==> src/rtl/mreq_pkg.sv <==
package mreq_pkg;
  typedef enum logic [1:0] {
    RGN_MEM   = 2'd0,
    RGN_UNTRK = 2'd1,
    RGN_REG   = 2'd2,
    RGN_BCAST = 2'd3
  } region_e;
endpackage

==> src/rtl/mreq_addr_split.sv <==
module mreq_addr_split
  import mreq_pkg::*;
#(
  parameter int          ADDR_W    = 32,
  parameter int          COL_W     = 11,
  parameter int          ROW_W     = 9,
  parameter int          DEV_W     = 6,
  parameter int          BCAST_BIT = 19,
  parameter logic [31:0] TRACK_TOP = 32'h0080_0000,
  parameter logic [31:0] REG_BASE  = 32'h03F0_0000
) (
  input  logic [ADDR_W-1:0] addr,
  output logic [DEV_W-1:0]  dev,
  output logic [ROW_W-1:0]  row,
  output logic [COL_W-1:0]  col,
  output region_e           region
);
  localparam int ROW_LSB = COL_W;
  localparam int DEV_LSB = COL_W + ROW_W;

  assign col = addr[ROW_LSB-1:0];
  assign row = addr[DEV_LSB-1:ROW_LSB];
  assign dev = addr[DEV_LSB+DEV_W-1:DEV_LSB];

  always_comb begin
    if (addr < ADDR_W'(TRACK_TOP))      region = RGN_MEM;
    else if (addr < ADDR_W'(REG_BASE)) region = RGN_UNTRK;
    else if (addr[BCAST_BIT])          region = RGN_BCAST;
    else                               region = RGN_REG;
  end
endmodule

==> src/rtl/mreq_count_calc.sv <==
module mreq_count_calc #(
  parameter int LEN_W = 7,
  parameter int LOW_W = 3
) (
  input  logic [LEN_W-1:0] len_m1,
  input  logic [LOW_W-1:0] addr_lo,
  output logic [LEN_W-1:0] cnt
);
  logic [LOW_W-1:0] low_sum;
  // deliberately truncated: carry out of the low field is dropped
  assign low_sum = len_m1[LOW_W-1:0] + addr_lo;
  assign cnt     = {len_m1[LEN_W-1:LOW_W], low_sum};
endmodule

==> src/rtl/mreq_err_flags.sv <==
module mreq_err_flags #(
  parameter int NFLAG = 3
) (
  input  logic             clk,
  input  logic             rst_n,
  input  logic [NFLAG-1:0] set_ev,
  input  logic             clr,
  output logic [NFLAG-1:0] flags
);
  for (genvar i = 0; i < NFLAG; i++) begin : g_flag
    always_ff @(posedge clk) begin
      if (!rst_n)          flags[i] <= 1'b0;
      else if (set_ev[i])  flags[i] <= 1'b1;
      else if (clr)        flags[i] <= 1'b0;
    end

    p_set_wins_r8: assert property (@(posedge clk) disable iff (!rst_n)
      set_ev[i] |=> flags[i]);
    p_clear_r8: assert property (@(posedge clk) disable iff (!rst_n)
      (clr && !set_ev[i]) |=> !flags[i]);
    p_sticky_r9: assert property (@(posedge clk) disable iff (!rst_n)
      (flags[i] && !clr) |=> flags[i]);
  end
endmodule

==> src/rtl/mreq_decode_top.sv <==
module mreq_decode_top
  import mreq_pkg::*;
#(
  parameter int ADDR_W = 32,
  parameter int COL_W  = 11,
  parameter int ROW_W  = 9,
  parameter int DEV_W  = 6,
  parameter int LEN_W  = 7,
  parameter int LOW_W  = 3,
  parameter int DATA_W = 32
) (
  input  logic              clk,
  input  logic              rst_n,
  input  logic              in_valid,
  output logic              in_ready,
  input  logic [ADDR_W-1:0] in_addr,
  input  logic [LEN_W-1:0]  in_len_m1,
  input  logic              in_write,
  output logic              out_valid,
  input  logic              out_ready,
  output logic [DEV_W-1:0]  out_dev,
  output logic [ROW_W-1:0]  out_row,
  output logic [COL_W-1:0]  out_col,
  output logic [LEN_W-1:0]  out_cnt,
  output logic              out_write,
  output logic [1:0]        out_region,
  input  logic              rsp_valid,
  input  logic              rsp_acked,
  input  logic [DATA_W-1:0] rsp_data,
  output logic [DATA_W-1:0] rd_data,
  input  logic              ev_nack,
  input  logic              err_clr,
  output logic [2:0]        err_flags
);
  localparam int PKT_W = DEV_W + ROW_W + COL_W + LEN_W + 1 + 2;

  logic [DEV_W-1:0] d_dev;
  logic [ROW_W-1:0] d_row;
  logic [COL_W-1:0] d_col;
  logic [LEN_W-1:0] d_cnt;
  region_e          d_rgn;
  logic             accept;
  logic [PKT_W-1:0] pkt_q;

  mreq_addr_split #(.ADDR_W(ADDR_W), .COL_W(COL_W), .ROW_W(ROW_W), .DEV_W(DEV_W))
    u_split (.addr(in_addr), .dev(d_dev), .row(d_row), .col(d_col), .region(d_rgn));

  mreq_count_calc #(.LEN_W(LEN_W), .LOW_W(LOW_W))
    u_cnt (.len_m1(in_len_m1), .addr_lo(in_addr[LOW_W-1:0]), .cnt(d_cnt));

  assign in_ready = !out_valid || out_ready;
  assign accept   = in_valid && in_ready;

  always_ff @(posedge clk) begin
    if (!rst_n) begin
      out_valid <= 1'b0;
      pkt_q     <= '0;
    end else begin
      if (accept) begin
        out_valid <= 1'b1;
        pkt_q     <= {d_dev, d_row, d_col, d_cnt, in_write, 2'(d_rgn)};
      end else if (out_ready) begin
        out_valid <= 1'b0;
      end
    end
  end

  assign {out_dev, out_row, out_col, out_cnt, out_write, out_region} = pkt_q;

  logic [2:0] set_ev;
  assign set_ev = {accept && (d_rgn == RGN_UNTRK), ev_nack, rsp_valid && !rsp_acked};

  mreq_err_flags #(.NFLAG(3))
    u_err (.clk(clk), .rst_n(rst_n), .set_ev(set_ev), .clr(err_clr), .flags(err_flags));

  assign rd_data = (rsp_valid && rsp_acked) ? rsp_data : '0;

  p_stall_hold_r4: assert property (@(posedge clk) disable iff (!rst_n)
    (out_valid && !out_ready) |=> (out_valid && $stable(pkt_q)));
  p_over_flag_r5: assert property (@(posedge clk) disable iff (!rst_n)
    (in_valid && in_ready && in_addr >= ADDR_W'(32'h0080_0000) && in_addr < ADDR_W'(32'h03F0_0000))
      |=> (err_flags[2] && out_valid && out_region == 2'd1));
  p_nack_flag_r6: assert property (@(posedge clk) disable iff (!rst_n)
    ev_nack |=> err_flags[1]);
  p_noack_flag_r7: assert property (@(posedge clk) disable iff (!rst_n)
    (rsp_valid && !rsp_acked) |=> err_flags[0]);
  always_comb begin
    if (rst_n && rsp_valid && !rsp_acked)
      a_zero_data_r7: assert (rd_data == '0);
  end
endmodule

==> config.mk <==
export PLATFORM = sky130hd
export DESIGN_NAME = mreq_decode_top
export DESIGN_NICKNAME = d
export VERILOG_FILES = /design/src/rtl/mreq_pkg.sv /design/src/rtl/mreq_addr_split.sv /design/src/rtl/mreq_count_calc.sv /design/src/rtl/mreq_err_flags.sv /design/src/rtl/mreq_decode_top.sv
export SDC_FILE = /design/constraint.sdc
export NUM_CORES = 1
export LEC_CHECK = 0
export CAP_MARGIN = 25
export CORE_ASPECT_RATIO = 1.2
export CORE_MARGIN = 1.5
export CORE_UTILIZATION = 34
export DETAILED_ROUTE_END_ITERATION = 7
export PLACE_DENSITY = 0.85
export REMOVE_ABC_BUFFERS = 1
export SYNTH_ARGS = -nofsm -noshare
export SYNTH_HDL_FRONTEND = slang
export SYNTH_SLANG_ARGS = --single-unit
==> constraint.sdc <==
create_clock -name clk -period 3.7 [get_ports clk]
set_input_delay 0.555 -clock clk [delete_from_list [all_inputs] [get_ports clk]]
set_output_delay 0.555 -clock clk [all_outputs]
set_load 0.005 [all_outputs]
---- Word level (Yosys, flattened, before mapping) ----
Cells that the tools add are included.
operators by class
  eq/ne operators ......................... 1
  $add $sub $neg .......................... 1
  order comparisons ....................... 2
  reduce and logical (&&, ||, !) cells .... 11
  mux-type cells .......................... 10
operators by type and width
  operator                number
  $lt A32 B24 Y1 const B  1
  $lt A32 B26 Y1 const B  1
  $mux W32                1
  $reduce_bool A2 Y1      4
  $mux W1                 7
  $logic_and A1 B1 Y1     4
  $mux W2                 2
  $add A3 B3 Y3           1
  $eq A2 B1 Y1 const B    1
  $logic_not A1 Y1        2
  $logic_or A1 B1 Y1      1
word-level totals
  bits in registers ....................... 40
  output and inout bits ................... 73
  input port bits ......................... 80
  logic and storage cells ................. 30

---- Depth between registers and ports, before layout ----
  depth in word-level cells ............... 6
  mapped depth ............................ 6
  gate-level depth less buffers ........... 6

---- Modules after synthesis ----
Synthesis repeated with hierarchy kept, for this count alone.
second synthesis, totals
  cells, all modules ...................... 252
  area, all modules ....................... 2208.4 um2
modules (own cells, without submodules)
  module           seq. area each (um2)  cells an instance  instances  area each (um2)
  mreq_decode_top  740.7                 201                1          1756.7
  mreq_addr_split  0.0                   35                 1          264.0
  mreq_err_flags   60.1                  9                  1          101.3
  mreq_count_calc  0.0                   7                  1          86.3

---- Worst setup path after synthesis ----
No wires, ideal clock.
  path type ............................... input -> register
  start ................................... in in_addr[0]
  end ..................................... reg pkt_q[5]
  setup time .............................. 0.086 ns
  arrival ................................. 1.535 ns
  data required time ...................... 3.614 ns
  buffers on the path ..................... 0
  cell stages on the path ................. 6
  slack ................................... 2.079 ns
  path through ............................ ha_1 > inv_1 > fa_1 > xnor2_1 > xnor2_1 > a211oi_1
between the ends
  longest elaborated chain between the ends .. 1
RTL lines
  what                  line                   text
  start, declared       mreq_decode_top.sv:16  input logic [ADDR_W-1:0] in_addr,
  $add A3 B3 Y3         mreq_count_calc.sv:11  assign low_sum = len_m1[LOW_W-1:0] + addr_lo;
  end signal, assigned  mreq_decode_top.sv:61  pkt_q <= {d_dev, d_row, d_col, d_cnt, in_write, 2'(d_rgn)};
  end, declared         mreq_decode_top.sv:43  logic [PKT_W-1:0] pkt_q;
No other way between the ends.
A chain may end at the register's enable or synchronous reset.

---- Worst setup path after layout ----
  start ................................... in rsp_acked
  end ..................................... out rd_data[14]
between the ends
  longest elaborated chain between the ends .. 2
RTL lines
  what                 line                   text
  start, declared      mreq_decode_top.sv:28  input logic rsp_acked,
  $logic_and A1 B1 Y1  mreq_decode_top.sv:76  assign rd_data = (rsp_valid && rsp_acked) ? rsp_data : '0;
  $mux W32             mreq_decode_top.sv:76
  end, declared        mreq_decode_top.sv:30  output logic [DATA_W-1:0] rd_data,
No other way between the ends.

==> flow_metrics.tcl <==
set metrics [dict create \
    drc_errors 0 \
    fin_nets 453 \
    finalCriticalPeriod_ps 2820 \
    drv_cap 0 \
    postCtsHoldBufs 0 \
    cts.sinks 40 \
    ant_nets 0 \
    cts-resized-gates 0 \
    path_class "in2out" \
    timing.rr.start "out_valid" \
    grt_max_degree 34 \
    cts_root_buffer "clkbuf_8" \
    yosysTopAreaCell "dfxtp_1" \
    initial_core_util 0.351 \
    cp-startpoint "rsp_acked" \
    ys_seq_elements 40 \
    grt_pass1_vias 1793 \
    antennaDiodeCount 0 \
    power.leakage_nw 1.39 \
    maxSlewViolCount 0 \
    cts_buffer_depth 2 \
    drt-pass1-iter-count 4 \
    fmax_mhz 354 \
    setup_violations 0 \
    antenna_found_initial 0 \
    ir_drop_v 0.000272 \
    die_area_um2 5500 \
    finalClockSkew_ps 4.55 \
    hold_start "pkt_q[35]" \
    cts_tree "built" \
    fill_cells 416 \
    p_per_area_nw_per_um2 320 \
    maxSlewHeadroom 0.470 \
    synth_area_leaders "dfxtp_1 47%, nand2_1 15%, and3_1 12%, a21oi_1 10%, clkbuf_1 2.2%" \
    yosysSeqAreaShare 0.465 \
    drt_iter0_markers 34 \
    yosys.area.top_type_share 0.465 \
    via_count 2027 \
    tns_ps 0 \
    power_w 0.00109 \
    wl_per_cell_um 12.8 \
    grtUsageTotal 0.190 \
    fin_util 0.691 \
    status "finished, final reports clean" \
    cts_max_level 2 \
    rsz0062_at_grt "false" \
    coreArea_um2 4900 \
    startpoint_type "input pin" \
    crit_required_ps 3140 \
    worst_pin_slew_ps 793 \
    grt_overflow 0 \
    clkLatencyLatePin_ps 290 \
    die-height_um 81.0 \
    place.gp.congestion 0.746 \
    drive_gt1_frac 0.0376 \
    critPathMaxFanout 33 \
    synth.distinct_cells 23 \
    hold_path_class "reg2reg" \
    io-pin-count 153 \
    hold_violations 0 \
    clk_pin_slew_ps 80 \
    vias_per_cell 4.69 \
    syn_area_per_cell_um2 7.65 \
    areaGrowthSynthToFinish_pct 96.7 \
    io_buffers 152 \
    period_share 0.763 \
    end_kind "output port" \
    dieWidth_um 68.0 \
    arrival_ps 2270 \
    row_count 28 \
    cts_buffers 5 \
    wirelength_mm 5.51 \
    grt_pass1_wl_mm 8.05 \
    synth_cells 225 \
    dp_hpwl_mm 4.32 \
    cts_setup_buffers 0 \
    synth_area_um2 1720 \
    ys_warn_count 0 \
]
## Yosys cell counts
cell      number
nand4_1        1
and3_1        32
buf_2          7
clkbuf_1      10
and2_1         1
nand2b_1       1
fa_1           1
a221oi_1       1
xnor2_1        2
nor3_1         1
or3_1          1
a22oi_1        1
nor4_4         1
a21oi_1       36
inv_1          7
ha_1           1
nand3_1        2
o211ai_2       1
a211oi_1       2
dfxtp_1       40
nor2_1         5
o21ai_0        1
nand2_1       70
## through the flow
step | setup WS (ps) | instances | area, um2 | hold WS (ps)
final | 877 | 432 | 3390 | 453
after global routing | 724 | 432 | 3390 | 470
after CTS | 885 | 432 | 3390 | 455
after detailed placement | 886 | 424 | 3280 | 445
after global placement | 914 | 424 | 3280 | 440
after floorplan | 1800 | 208 | 1650 | 448
## power by group
group	switching (W)	total (W)	internal (W)
sequential	0.0000123	0.000469	0.000456
combinational	0.0000881	0.000256	0.000168
clock	0.000161	0.000361	0.000200
## worst max-delay path: stages
cell and delay, ps:
clkdlybuf4s50_1 930, and3_1 270, clkdlybuf4s50_1 510
## path summary, 6_finish.rpt
check | end | slack, ps | depth (start not counted)
setup / recovery | rd_data[14] | 880 | 3
hold / removal | pkt_q[35] | 450 | 2
setup reg to reg | u_err.flags[2] | 2020 | 4
hold reg to reg | pkt_q[35] | 450 | 2
## registers in the layout, summed over array words and instances (netlist names)
register	flops
u_err.flags	3
pkt_q	36
out_valid	1
## cells in the final DEF, fill, tap and decap left out
master / n
clkinvlp_4: 1
a221oi_1: 1
nand2b_1: 1
fa_1: 1
bufinv_16: 1
clkinv_2: 1
nand3_1: 2
nand4_1: 1
ha_1: 1
nand2_1: 70
a211oi_1: 2
and3_1: 32
clkbuf_8: 5
a22oi_1: 1
dfxtp_1: 40
o211ai_2: 1
inv_1: 7
o21ai_0: 1
nor4_4: 1
a21oi_1: 36
nor2_1: 5
buf_4: 4
and2_1: 1
nor3_1: 1
clkdlybuf4s50_1: 152
or3_1: 1
xnor2_1: 2
## cell families (layout without fill, tap and decap cells)
| kind of cell | count (synthesis) | after routing | synth area share |
|---|---|---|---|
| XOR/XNOR | 2 | 2 | 0.0102 |
| AO/OA/AOI/OAI | 42 | 42 | 0.133 |
| flip-flops | 40 | 40 | 0.465 |
| AND/OR/NAND/NOR | 115 | 115 | 0.315 |
| buffers and inverters | 24 | 171 | 0.0574 |
| adder cells (fa/ha/maj) | 2 | 2 | 0.0189 |
## routing by layer
| layer | vias to the layer above | wire, um | global-route usage |
|---|---|---|---|
| met2 | 103 | 2680 | 0.338 |
| met3 | 8 | 704 | 0.0928 |
| li1 | 1037 | - | - |
| met5 | - | 0 | 0 |
| met4 | 0 | 71 | 0.0560 |
| met1 | 879 | 2060 | 0.191 |
## layout make-up
type	count	area, um2	share of cell area
Timing Repair Buffer	156	1550	0.458
Clock inverter	3	42.5	0.0126
Tap cell	60	75.1	0.0222
Sequential cell	40	801	0.236
Clock buffer	5	68.8	0.0203
Multi-Input combinational cell	161	822	0.243
Inverter	7	26.3	0.00776
No activity file was read; power rests on OpenSTA's default activity.
